$ cat config.mk
export PLATFORM = sky130hd
export DESIGN_NAME = bimodal_ckpt_predictor
export DESIGN_NICKNAME = d
export VERILOG_FILES = /design/src/rtl/bimodal_pkg.sv /design/src/rtl/bp_arch_table.sv /design/src/rtl/bp_spec_table.sv /design/src/rtl/bp_read_port.sv /design/src/rtl/bimodal_ckpt_predictor.sv
export SDC_FILE = /design/constraint.sdc
export NUM_CORES = 1
export LEC_CHECK = 0
export BUFFER_PORTS_ARGS = -buffer_cell sky130_fd_sc_hd__buf_2
export CORE_MARGIN = 4
export CORE_UTILIZATION = 60
export CTS_CLUSTER_DIAMETER = 150
export DETAILED_ROUTE_END_ITERATION = 12
export GPL_ROUTABILITY_DRIVEN = 1
export PLACE_DENSITY = 0.88
export SLEW_MARGIN = 20
export SYNTH_ARGS = -nofsm -noshare
export SYNTH_HDL_FRONTEND = slang
export SYNTH_HIERARCHICAL = 1
export SYNTH_SLANG_ARGS = --single-unit
$ cat constraint.sdc
create_clock -name clk_i -period 8.92 [get_ports clk_i]
set_input_delay 0.892 -clock clk_i [delete_from_list [all_inputs] [get_ports clk_i]]
set_output_delay 0.892 -clock clk_i [all_outputs]
set_load 0.01 [all_outputs]
$ cat src/rtl/bimodal_pkg.sv
package bimodal_pkg;
  typedef logic [1:0] ctr_t;
  localparam ctr_t CTR_RESET = 2'b01;

  function automatic ctr_t ctr_step(ctr_t c, logic taken);
    if (taken) return (c == 2'd3) ? c : c + 2'd1;
    else       return (c == 2'd0) ? c : c - 2'd1;
  endfunction
endpackage

$ cat src/rtl/bp_arch_table.sv
module bp_arch_table
  import bimodal_pkg::*;
#(
  parameter int IDX_W   = 5,
  parameter int NUM_RET = 2,
  localparam int ENTRIES = 1 << IDX_W
) (
  input  logic                           clk_i,
  input  logic                           rst_ni,
  input  logic [NUM_RET-1:0]             ret_valid_i,
  input  logic [NUM_RET-1:0][IDX_W-1:0]  ret_idx_i,
  input  logic [NUM_RET-1:0]             ret_taken_i,
  output ctr_t [ENTRIES-1:0]             table_o,
  output ctr_t [ENTRIES-1:0]             table_next_o
);
  ctr_t [ENTRIES-1:0] table_q, table_d;

  // ports applied oldest first
  always_comb begin
    table_d = table_q;
    for (int p = 0; p < NUM_RET; p++) begin
      if (ret_valid_i[p])
        table_d[ret_idx_i[p]] = ctr_step(table_d[ret_idx_i[p]], ret_taken_i[p]);
    end
  end

  always_ff @(posedge clk_i or negedge rst_ni) begin
    if (!rst_ni) table_q <= {ENTRIES{CTR_RESET}};
    else         table_q <= table_d;
  end

  assign table_o      = table_q;
  assign table_next_o = table_d;

  assert_arch_idle_R6: assert property (@(posedge clk_i) disable iff (!rst_ni)
    !(|ret_valid_i) |=> $stable(table_q));
endmodule

$ cat src/rtl/bp_spec_table.sv
module bp_spec_table
  import bimodal_pkg::*;
#(
  parameter int IDX_W = 5,
  localparam int ENTRIES = 1 << IDX_W
) (
  input  logic                clk_i,
  input  logic                rst_ni,
  input  logic                flush_i,
  input  ctr_t [ENTRIES-1:0]  restore_i,
  input  logic                upd_valid_i,
  input  logic [IDX_W-1:0]    upd_idx_i,
  input  logic                upd_taken_i,
  output ctr_t [ENTRIES-1:0]  table_o
);
  ctr_t [ENTRIES-1:0] table_q, table_d;

  always_comb begin
    table_d = table_q;
    if (flush_i)
      table_d = restore_i;
    else if (upd_valid_i)
      table_d[upd_idx_i] = ctr_step(table_q[upd_idx_i], upd_taken_i);
  end

  always_ff @(posedge clk_i or negedge rst_ni) begin
    if (!rst_ni) table_q <= {ENTRIES{CTR_RESET}};
    else         table_q <= table_d;
  end

  assign table_o = table_q;

  assert_spec_idle_R5: assert property (@(posedge clk_i) disable iff (!rst_ni)
    (!upd_valid_i && !flush_i) |=> $stable(table_q));

  assert_sat_hi_R3: assert property (@(posedge clk_i) disable iff (!rst_ni)
    (upd_valid_i && !flush_i && upd_taken_i && table_q[upd_idx_i] == 2'd3)
    |=> table_q[$past(upd_idx_i)] == 2'd3);

  assert_sat_lo_R3: assert property (@(posedge clk_i) disable iff (!rst_ni)
    (upd_valid_i && !flush_i && !upd_taken_i && table_q[upd_idx_i] == 2'd0)
    |=> table_q[$past(upd_idx_i)] == 2'd0);
endmodule

$ cat src/rtl/bp_read_port.sv
module bp_read_port
  import bimodal_pkg::*;
#(
  parameter int IDX_W = 5,
  localparam int ENTRIES = 1 << IDX_W
) (
  input  logic [IDX_W-1:0]    idx_i,
  input  logic                flush_i,
  input  ctr_t [ENTRIES-1:0]  spec_i,
  input  ctr_t [ENTRIES-1:0]  arch_i,
  output logic                taken_o
);
  ctr_t sel;
  assign sel     = flush_i ? arch_i[idx_i] : spec_i[idx_i];
  assign taken_o = sel[1];
endmodule

$ cat src/rtl/bimodal_ckpt_predictor.sv
module bimodal_ckpt_predictor
  import bimodal_pkg::*;
#(
  parameter int PC_W    = 32,
  parameter int IDX_W   = 5,
  parameter int NUM_LK  = 2,
  parameter int NUM_RET = 2
) (
  input  logic                          clk_i,
  input  logic                          rst_ni,
  input  logic [NUM_LK-1:0][PC_W-1:0]   lk_pc_i,
  output logic [NUM_LK-1:0]             lk_taken_o,
  input  logic                          su_valid_i,
  input  logic [PC_W-1:0]               su_pc_i,
  input  logic                          su_taken_i,
  input  logic [NUM_RET-1:0]            rt_valid_i,
  input  logic [NUM_RET-1:0][PC_W-1:0]  rt_pc_i,
  input  logic [NUM_RET-1:0]            rt_taken_i,
  input  logic                          flush_i
);
  localparam int ENTRIES = 1 << IDX_W;

  ctr_t [ENTRIES-1:0] spec_tbl, arch_tbl, arch_next;
  logic [NUM_RET-1:0][IDX_W-1:0] rt_idx;

  for (genvar p = 0; p < NUM_RET; p++) begin : g_rt_idx
    assign rt_idx[p] = rt_pc_i[p][IDX_W-1:0];
  end

  bp_arch_table #(.IDX_W(IDX_W), .NUM_RET(NUM_RET)) u_arch (
    .clk_i        (clk_i),
    .rst_ni       (rst_ni),
    .ret_valid_i  (rt_valid_i),
    .ret_idx_i    (rt_idx),
    .ret_taken_i  (rt_taken_i),
    .table_o      (arch_tbl),
    .table_next_o (arch_next)
  );

  bp_spec_table #(.IDX_W(IDX_W)) u_spec (
    .clk_i       (clk_i),
    .rst_ni      (rst_ni),
    .flush_i     (flush_i),
    .restore_i   (arch_next),
    .upd_valid_i (su_valid_i),
    .upd_idx_i   (su_pc_i[IDX_W-1:0]),
    .upd_taken_i (su_taken_i),
    .table_o     (spec_tbl)
  );

  for (genvar l = 0; l < NUM_LK; l++) begin : g_lk
    bp_read_port #(.IDX_W(IDX_W)) u_rd (
      .idx_i   (lk_pc_i[l][IDX_W-1:0]),
      .flush_i (flush_i),
      .spec_i  (spec_tbl),
      .arch_i  (arch_tbl),
      .taken_o (lk_taken_o[l])
    );

    assert_flush_read_R9: assert property (@(posedge clk_i) disable iff (!rst_ni)
      flush_i |-> lk_taken_o[l] == arch_tbl[lk_pc_i[l][IDX_W-1:0]][1]);
  end

  assert_restore_R8: assert property (@(posedge clk_i) disable iff (!rst_ni)
    flush_i |=> spec_tbl == arch_tbl);
endmodule

==> Word-level counts from Yosys, hierarchy flattened <==
Cells that the tools add are included.
{ "op_classes": {"eq_ne": 3, "addsub": 6, "n_reduce_logical": 7, "mux": 42, "n_lt_le_gt_ge": 8} }
{ "ops": {"columns": ["operator", "count"], "rows": [
  ["64-bit 2-to-1 mux", 4],
  ["64-bit bitwise mux", 3],
  ["2-bit binary-select mux with 5-bit select", 7],
  ["2-bit 2-to-1 mux", 25],
  ["2-bit demux with 5-bit select", 3],
  ["5-bit by 6-bit < comparator with 1-bit output, second input constant", 5],
  ["5-bit by 1-bit >= comparator with 1-bit output, second input constant", 3],
  ["2-bit by 1-bit adder with 2-bit output, second input constant", 3],
  ["2-bit == test, second input constant", 3],
  ["2-bit zero test", 3],
  ["2-bit by 1-bit subtractor with 2-bit output, second input constant", 3],
  ["1-bit logical AND", 3],
  ["2-bit nonzero test", 1]
]} }
{ "word_totals": {"ff_bits": 128, "output_inout_bits": 2, "inputBits": 169, "word_cells": 130} }

==> Depth between registers and ports, before layout <==
Gate-level depths: netlist of the first run.
{ "depth": {"ltp_word": 17, "mapped_depth": 19, "depth_no_buf": 14} }

==> By module <==
The synthesis of the first run kept the hierarchy.
{ "by_module_without_submodules": {"columns": ["mod", "n_inst", "cells_each", "area_per_inst_um2", "seq_area_each_um2"], "rows": [
  ["bp_arch_table", 1, 702, 5579.1, 1641.6],
  ["bp_spec_table", 1, 388, 3896.2, 1641.6],
  ["bp_read_port", 2, 62, 600.6, 0.0]
]} }

==> Worst setup path after synthesis of the first run <==
OpenSTA, ideal clock, no wires.
{ "synth_path": {"path_type": "input -> register", "startpoint": "input rt_pc_i[0] (netlist name)", "endpoint": "register u_spec.table_q, in the netlist u_spec/table_o[30]", "arrival_time_ns": 4.431, "path_slack_ns": 4.403, "setup_ns": 0.086, "t_required_ns": 8.834, "n_path_buf": 3, "path_stages": 16, "cell_sequence": "buf_6 buf_6 mux4_2 a311oi_1 nor2_1 o31ai_4 a31oi_1 a22o_1 o31a_1 or4_1 maj3_2 buf_6 mux2i_1 and2_1 a31oi_1 o31ai_2"} }
{ "synth_lines": {"columns": ["element", "line", "source"], "rows": [
  ["from (decl)", "bimodal_ckpt_predictor.sv:17", "input logic [NUM_RET-1:0][PC_W-1:0] rt_pc_i,"],
  ["to (signal assigned)", "bp_spec_table.sv:27", "if (!rst_ni) table_q <= {ENTRIES{CTR_RESET}};"],
  ["to (signal assigned)", "bp_spec_table.sv:28", "else table_q <= table_d;"],
  ["to (decl)", "bp_spec_table.sv:16", "ctr_t [ENTRIES-1:0] table_q, table_d;"]
]} }

==> flow_summary.json, run 1 <==
{
  "status": "finished clean",
  "grt_start_max_net_pins": 70,
  "power_leakage_nw": 4.43,
  "nNetsFinal": 1347,
  "grt_pass1_vias": 10200,
  "cp_num_buf_inv": 3,
  "ys_ff_latch": 128,
  "ios": 171,
  "drc": 0,
  "ys_types": 83,
  "slew_headroom": 0.164,
  "die_w_um": 141,
  "firstDrtPassIters": 6,
  "ys_seq_area_frac": 0.308,
  "grt_usage": 0.390,
  "grt_overflow": 0,
  "cp_slowest_cell": "maj3_2",
  "worstPathRequired_ps": 9240,
  "tns_ps": 0,
  "drive_gt1_frac": 0.217,
  "fp.dieArea_mm2": 0.0200,
  "max_freq_mhz": 151,
  "crit_path_cell_trace": "buf_2, buf_4, nand2b_1, o22ai_1, a222oi_1, a31oi_1, o31ai_4, buf_4, a211oi_1, nor3_1, nor3_1, a211oi_1, maj3_2, mux2i_1, and2_1, a31oi_1, o31ai_2",
  "cts_sinks": 128,
  "finalHoldViolCount": 0,
  "place.detailed.hpwl_mm": 27.2,
  "drv_slew": 0,
  "layout_worst_path_cycle_share": 0.741,
  "drt_iter0_drc": 2403,
  "synth_top_flop_cell": "dfstp_2",
  "wl_per_cell_um": 28.0,
  "core_area_mm2": 0.0174,
  "fin_crit_ps": 6610,
  "drt-total-wl_mm": 39.6,
  "layout_common_cells": "nand2_1, mux2i_1, nor2_1",
  "cp-end-kind": "flip-flop",
  "synth_fa_ha_area_frac": 0.00305,
  "die_y_um": 141,
  "synth.area.mux_share": 0.185,
  "skew_ps": 16.1,
  "antenna_found_initial": 0,
  "postCtsHoldBufs": 0,
  "synth_nets": 1383,
  "clockBufferDepth": 2,
  "cts-resized-gates": 0,
  "antenna_left": 0,
  "cp_data_arrival_time_ps": 6930,
  "synth_top_family_by_area": "compound AO/OA/AOI/OAI gates",
  "hold_class": "in -> async",
  "rsz0062_at_grt": "no",
  "final_common_cell": "nand2_1",
  "finalPower_mw": 2.87,
  "irDropWorstVdd_v": 0.000181,
  "synthArstFlopShare": 1.00,
  "cts-htree-levels": 4,
  "cts_tree": "yes",
  "netlist_area_mm2": 0.0107,
  "synth_edf_count": 0,
  "yosys_warnings": 6,
  "clk_pin_slew_ps": 60,
  "cts-root-buf": "clkbuf_16",
  "slowest_delay_ps": 870,
  "cp-start-kind": "input port",
  "avgViaCountPerCell": 7.72,
  "routabilityCongestion": 1.11,
  "drv_cap": 0,
  "synth_compound_area_frac": 0.235,
  "power.density_mw_per_mm2": 254,
  "synth_xor_area_frac": 0.00164,
  "fillCellCount": 1353,
  "holdWs_ps": 547,
  "critPathTopFamily": "compound AO/OA/AOI/OAI gates",
  "syn-instance-count": 1214,
  "postCtsSetupRepairBufs": 0,
  "rows": 48,
  "post-route-util": 0.651,
  "worstSetupPathType": "in -> reg",
  "grt_pass1_wl_mm": 59.6,
  "setup_viol": 0,
  "vias": 10900,
  "syn_to_final_growth_pct": 5.85,
  "n_antenna_cell": 0,
  "worst_pin_slew_ps": 1250,
  "cts_made_buffers": 17,
  "initial_core_util": 0.615,
  "clk_latency_ps": 430,
  "syn_area_per_cell_um2": 8.79,
  "cp_max_fo": 32,
  "yosys.area_share.simple": 0.212,
  "port_buffers": 35
}
-- worst reg2reg max path: cells and delay by family, from the launching register on --
kind	cells	cell delay, ps
AOI/OAI and AO/OA	8	2580
adders and majority gates	1	870
muxes	2	830
and+or+nand+nor	3	740
buffers and inverters	1	400
DFF	1	390
-- layer usage --
layer	share of wire	routed length, um	track usage	vias up
met1	0.36	14100	0.516	5093
li1	-	-	-	4497
met4	0.078	3090	0.225	0
met3	0.15	5760	0.107	275
met5	0	0	0	-
met2	0.42	16700	0.577	1062
-- synthesized netlist by cell type, types with 9 or more instances --
cell / count / area, um2
nor3_1: 19 / 95.1
o211ai_1: 24 / 180
a22o_1: 9 / 78.8
a21oi_1: 56 / 280
dfstp_2: 64 / 1680
a31oi_1: 42 / 263
nand2b_1: 15 / 93.8
nor4_1: 9 / 56.3
buf_6: 14 / 158
a22oi_1: 17 / 128
buf_2: 28 / 140
and3_1: 19 / 119
dfrtp_1: 64 / 1600
clkbuf_1: 44 / 165
nand2_1: 174 / 653
buf_1: 10 / 37.5
mux4_2: 35 / 788
nor2b_1: 12 / 75.1
nor2_1: 93 / 349
o21ai_2: 10 / 87.6
o22ai_1: 19 / 119
o21ai_0: 51 / 255
o31ai_2: 29 / 363
and2_1: 29 / 181
mux2i_1: 95 / 951
inv_1: 18 / 67.6
nand3_1: 46 / 230
o21ai_1: 16 / 80.1
mux2_2: 16 / 180
nand4_1: 9 / 56.3
-- worst paths after layout --
| kind | startpoint | to | slack (ps) | cells after the start |
|---|---|---|---|---|
| worst max-delay path | rt_pc_i[0] | u_spec/table_o[40]$_DFFE_PN1P_ | 2310 | 17 |
| worst min-delay path | rst_ni | u_spec/table_o[5]$_DFFE_PN0P_ | 550 | 1 |
| worst max register to register | u_arch/table_o[62]$_DFF_PN1_ | u_spec/table_o[40]$_DFFE_PN1P_ | 2980 | 15 |
| worst min register to register | u_spec/table_o[63]$_DFFE_PN0P_ | u_spec/table_o[63]$_DFFE_PN0P_ | 590 | 2 |
| max in group asynchronous | rst_ni | u_spec/table_o[39]$_DFFE_PN0P_ | 7020 | 2 |
| min in group clk_i | u_spec/table_o[63]$_DFFE_PN0P_ | u_spec/table_o[63]$_DFFE_PN0P_ | 590 | 2 |
-- sequential cells by signal, summed over array words and instances (netlist names) --
signal / count
u_spec/table_o: 64
u_arch/table_o: 64
-- cell families (layout without fill, tap and decap cells) --
kind of cell	after synthesis	after routing
buffers and inverters	118	95
multiplexers	148	148
adder cells (fa/ha/maj)	3	3
XOR/XNOR	2	2
flip-flops	128	128
AND/OR/NAND/NOR	467	467
AO/OA/AOI/OAI	348	348
-- metrics by stage --
step,area (um2),worst slack (ps),std cells
detailed placement,10700,2270,1384
global placement,10700,2230,1384
finish,11300,2310,1416
floorplan,10700,4400,1214
CTS,11300,2680,1416
global route,11300,2190,1416
-- area by class of cell --
cell class	instances	area (um2)	share of cell area
clock buffer	20	489	0.0433
clock inverter	12	109	0.00963
inverter	19	71.3	0.00631
multi-input combinational	968	6820	0.603
sequential	128	3280	0.291
tap	225	282	0.0249
timing repair buffer	44	248	0.0219
-- where the power goes --
part	total, mW	switching (mW)	internal [mW]
Clock	0.700	0.294	0.406
Combinational	1.07	0.654	0.420
Sequential	1.10	0.251	0.848
Total	2.87	1.20	1.67
Note: power is estimated with default switching activity, not from simulation.
==> inputs of run 2 (changes only) <==
Settings changed: CORE_UTILIZATION 60 to 53, PLACE_DENSITY 0.88 to 0.82.
Clock period 8.92 ns to 5.59 ns, I/O delays scaled along.
==> flow_summary.json, run 2 (synthesis gave the netlist of run 1 again) <==
{
  "wl_per_cell_um": 26.9,
  "firstDrtPassIters": 6,
  "cts-resized-gates": 0,
  "p_int_mw": 2.86,
  "switching_share": 0.400,
  "r2r_cells": 15,
  "cp_max_fo": 23,
  "drv_slew": 0,
  "p_seq_frac": 0.364,
  "max_freq_mhz": 199,
  "final_common_cell": "nand2_1",
  "cts-root-buf": "clkbuf_16",
  "cp-end-kind": "flip-flop",
  "slew_headroom": 0.219,
  "postPlaceCellArea_mm2": 0.0113,
  "final_cell_area_mm2": 0.0119,
  "rows": 51,
  "grt_overflow": 0,
  "postCtsSetupRepairBufs": 0,
  "clk_pin_slew_ps": 60,
  "grt_pass1_wl_mm": 61.7,
  "rr_endpoint": "u_spec/table_o[58]$_DFFE_PN1P_",
  "vias": 10900,
  "rrSetupSlack_ps": 890,
  "drt_iter0_drc": 2003,
  "grt_pass1_vias": 10200,
  "layout_common_cells": "nand2_1, mux2i_1, nor2_1",
  "worstSetupPathType": "in -> reg",
  "tns_ps": 0,
  "die_w_um": 150,
  "r2r-start": "u_arch/table_o[53]$_DFF_PN0_",
  "cts_sinks": 128,
  "clockBufferDepth": 2,
  "drt-total-wl_mm": 41.0,
  "routabilityCongestion": 1.04,
  "grt_usage": 0.365,
  "irDropWorstVdd_v": 0.000250,
  "cp-start-kind": "input port",
  "skew_ps": 12.1,
  "cp_data_arrival_time_ps": 5360,
  "antenna_found_initial": 0,
  "rsz0062_at_grt": "no",
  "power_leakage_nw": 4.76,
  "hold_class": "in -> async",
  "p_switching_mw": 1.91,
  "finalHoldViolCount": 0,
  "drv_cap": 0,
  "antenna_left": 0,
  "status": "finished clean",
  "clk_latency_ps": 430,
  "place.detailed.hpwl_mm": 29.3,
  "drive_gt1_frac": 0.256,
  "nNetsFinal": 1411,
  "worst_pin_slew_ps": 1170,
  "initial_core_util": 0.543,
  "syn_to_final_growth_pct": 11.4,
  "pwr-share-clk": 0.250,
  "cts-htree-levels": 4,
  "drc": 0,
  "cts_tree": "yes",
  "die_y_um": 150,
  "fp.dieArea_mm2": 0.0225,
  "cts_made_buffers": 17,
  "power.density_mw_per_mm2": 401,
  "avgViaCountPerCell": 7.19,
  "p_comb_frac": 0.387,
  "ios": 171,
  "port_buffers": 35,
  "core_area_mm2": 0.0197,
  "layout_worst_path_cycle_share": 0.899,
  "grt_start_max_net_pins": 73,
  "fin_crit_ps": 5030,
  "postCtsHoldBufs": 0,
  "setup_viol": 0,
  "worstPathRequired_ps": 5930
}
run 2: changes by cell type in the layout (fill, tap and decap cells not counted), moves of 2 or more:
cell and delta:
inv_6 -2, clkinv_4 -4, clkbuf_16 -2, clkinvlp_4 +3
buf_4 +61, inv_8 -2, bufinv_16 +3, clkbuf_8 +2
buf_12 +3
run 2: worst max path at each step:
stage                from                              to  slack, ps
4_1_cts        rt_pc_i[0]  u_spec/table_o[40]$_DFFE_PN1P_        740
3_3_place_gp   rt_pc_i[0]   u_spec/table_o[2]$_DFFE_PN1P_        330
3_5_place_dp   rt_pc_i[0]   u_spec/table_o[2]$_DFFE_PN1P_        320
6_report       rt_pc_i[4]  u_spec/table_o[58]$_DFFE_PN1P_        560
5_1_grt        rt_pc_i[4]  u_spec/table_o[58]$_DFFE_PN1P_        410
2_1_floorplan  rt_pc_i[0]  u_spec/table_o[30]$_DFFE_PN1P_       1410
run 2: per-stage QoR:
stage / std cells / setup slack, ps / power (mW) / util / hold slack (ps)
floorplan: 1214 / 1410 / 2.75 / - / 263
global placement: 1488 / 325 / 3.43 / 0.573 / 536
detailed placement: 1488 / 316 / 3.47 / 0.573 / 558
CTS: 1520 / 738 / 4.68 / 0.605 / 270
global route: 1520 / 409 / 4.94 / 0.605 / 302
finish: 1521 / 564 / 4.77 / 0.605 / 248
run 2: power by group through the flow:
stage	Combinational, mW	Sequential (mW)	Clock [mW]
finish	1.85	1.74	1.19
global route	1.94	1.76	1.24
CTS	1.77	1.71	1.20
detailed placement	1.75	1.71	0
global placement	1.73	1.70	0
floorplan	1.21	1.54	0
run 2: final cells by class:
cell class                      instances  area (um2)
Inverter                               19        71.3
Antenna cell                            1        2.50
Tap cell                              265         332
Clock buffer                           21         470
Sequential cell                       128        3280
Clock inverter                         11         151
Timing Repair Buffer                  108         766
Fill cell                            1730        7760
Multi-Input combinational cell        968        6820
run 2: metal layers:
layer  routed length, um  GRT usage
met4                2320      0.178
met2               17800      0.549
met5                   0          0
met3                5130     0.0875
met1               15700      0.494
run 2: critical path, cell delays in order:
cell and delay [ps]:
buf_2 420, nand2b_1 330, nor2_1 180, buf_4 180, a21oi_1 370, o211ai_1 160
nor4_1 340, o21ai_0 120, a211oi_1 460, buf_4 200, o2111ai_1 120, or4_1 540
maj3_2 390, buf_12 180, buf_4 170, mux2i_1 320, a22oi_1 190, o31ai_2 110
==> inputs of run 3 (changes only) <==
==> constraint.sdc (replaced) <==
create_clock -name clk_i -period 5.59 [get_ports clk_i]
set_input_delay 0.559 -clock clk_i [delete_from_list [all_inputs] [get_ports clk_i]]
set_output_delay 0.559 -clock clk_i [all_outputs]
set_load 0.02 [all_outputs]
==> flow_summary.json, run 3 (synthesis gave the netlist of run 1 again) <==
{
  "grt_pass1_vias": 10200,
  "layout_common_cells": "nand2_1, mux2i_1, nor2_1",
  "worstSetupPathType": "in -> reg",
  "critPathLaunch": "rt_pc_i[4]",
  "routabilityCongestion": 1.04,
  "antenna_found_initial": 0,
  "rrSetupSlack_ps": 800,
  "cp-end-kind": "flip-flop",
  "place_ws_ps": 341,
  "worstPathRequired_ps": 5920,
  "drv_slew": 0,
  "p_comb_frac": 0.394,
  "grt_pass1_wl_mm": 61.9,
  "rsz0062_at_grt": "no",
  "drive_gt1_frac": 0.255,
  "cts-root-buf": "clkbuf_16",
  "rows": 51,
  "drt_iter0_drc": 1769,
  "cts-resized-gates": 0,
  "n_antenna_cell": 0,
  "final_cell_area_mm2": 0.0118,
  "finalHoldViolCount": 0,
  "clk_latency_ps": 430,
  "drc": 0,
  "initial_core_util": 0.543,
  "avgViaCountPerCell": 7.19,
  "grt_start_max_net_pins": 67,
  "port_buffers": 35,
  "finalPower_mw": 4.69,
  "postPlaceCellArea_mm2": 0.0113,
  "cts_tree": "yes",
  "post-route-util": 0.602,
  "setup_viol": 0,
  "die_y_um": 150,
  "hold_class": "in -> async",
  "wl_per_cell_um": 26.9,
  "cp_data_arrival_time_ps": 5460,
  "vias": 10900,
  "tns_ps": 0,
  "skew_ps": 16.1,
  "layout_setup_ws_ps": 461,
  "grt_overflow": 0,
  "postCtsHoldBufs": 0,
  "place.detailed.hpwl_mm": 29.4,
  "max_freq_mhz": 195,
  "core_area_mm2": 0.0197,
  "die_w_um": 150,
  "nNetsFinal": 1411,
  "power_leakage_nw": 4.74,
  "p_seq_frac": 0.370,
  "grt_usage": 0.366,
  "p_int_mw": 2.78,
  "cts-htree-levels": 4,
  "fp.dieArea_mm2": 0.0225,
  "final_common_cell": "nand2_1",
  "cp_max_fo": 23,
  "drt-total-wl_mm": 40.8,
  "slew_headroom": 0.178,
  "worst_pin_slew_ps": 1230,
  "syn_to_final_growth_pct": 10.9,
  "postCtsSetupRepairBufs": 0,
  "r2r_cells": 15,
  "cts_sinks": 128,
  "switching_share": 0.408,
  "antenna_left": 0,
  "drv_cap": 0,
  "r2r-start": "u_arch/table_o[53]$_DFF_PN0_",
  "cts_made_buffers": 17,
  "cp-start-kind": "input port",
  "firstDrtPassIters": 6,
  "clk_pin_slew_ps": 60,
  "ios": 171,
  "irDropWorstVdd_v": 0.000244,
  "fin_crit_ps": 5130,
  "layout_worst_path_cycle_share": 0.917,
  "power.density_mw_per_mm2": 396,
  "status": "finished clean",
  "p_switching_mw": 1.91,
  "clockBufferDepth": 2,
  "pwr-share-clk": 0.236
}
-- run 3: changes by cell type in the layout (fill, tap and decap cells not counted) --
cell       change
clkbuf_8       -3
clkinv_2       +3
bufinv_16      -1
clkbuf_1       +1
diode_2        -1
-- run 3: through the flow --
step,instances,hold slack [ps]
finish,1520,251
global route,1520,295
floorplan,1214,263
detailed placement,1488,562
CTS,1520,271
global placement,1488,537
-- run 3: power groups by stage --
stage | registers (mW) | logic (mW) | clock network, mW
after floorplan | 1.54 | 1.21 | 0
after global placement | 1.70 | 1.74 | 0
after detailed placement | 1.72 | 1.76 | 0
after CTS | 1.71 | 1.78 | 1.11
after global routing | 1.76 | 1.95 | 1.15
final | 1.74 | 1.85 | 1.11
-- run 3: cell type report --
type	count	area, um2
fillers	1746	7810
well taps	265	332
flip-flops and latches	128	3280
repair buffers	108	766
clock buffers	19	433
clock inverters	13	136
multi-input cells	968	6820
inverters	19	71.3
-- run 3: layer usage --
| layer | wire [um] | part of all wire | vias to the layer above | track usage |
|---|---|---|---|---|
| li1 | - | - | 4622 | - |
| met1 | 15600 | 0.38 | 5172 | 0.494 |
| met2 | 17300 | 0.42 | 936 | 0.540 |
| met3 | 5360 | 0.13 | 206 | 0.103 |
| met4 | 2590 | 0.063 | 0 | 0.181 |
| met5 | 0 | 0 | - | 0 |
-- run 3: worst paths after layout --
check | end
setup / recovery | u_spec/table_o[24]$_DFFE_PN1P_
hold / removal | u_spec/table_o[7]$_DFFE_PN0P_
setup reg to reg | u_spec/table_o[24]$_DFFE_PN1P_
hold reg to reg | u_spec/table_o[55]$_DFFE_PN0P_
max in group asynchronous | u_arch/table_o[43]$_DFF_PN0_
min in group clk_i | u_spec/table_o[55]$_DFFE_PN0P_
-- run 3: critical path: stages --
cell and delay [ps]:
buf_2 410, nand2b_1 330, nor2_1 180, buf_4 180, a21oi_1 390, o211ai_1 170, nor4_1 360, o21ai_0 140
a211oi_1 470, buf_4 200, o2111ai_1 110, or4_1 540, maj3_2 390, buf_4 170, o21ai_0 490, and2_1 210
a31oi_1 50, o31ai_2 100
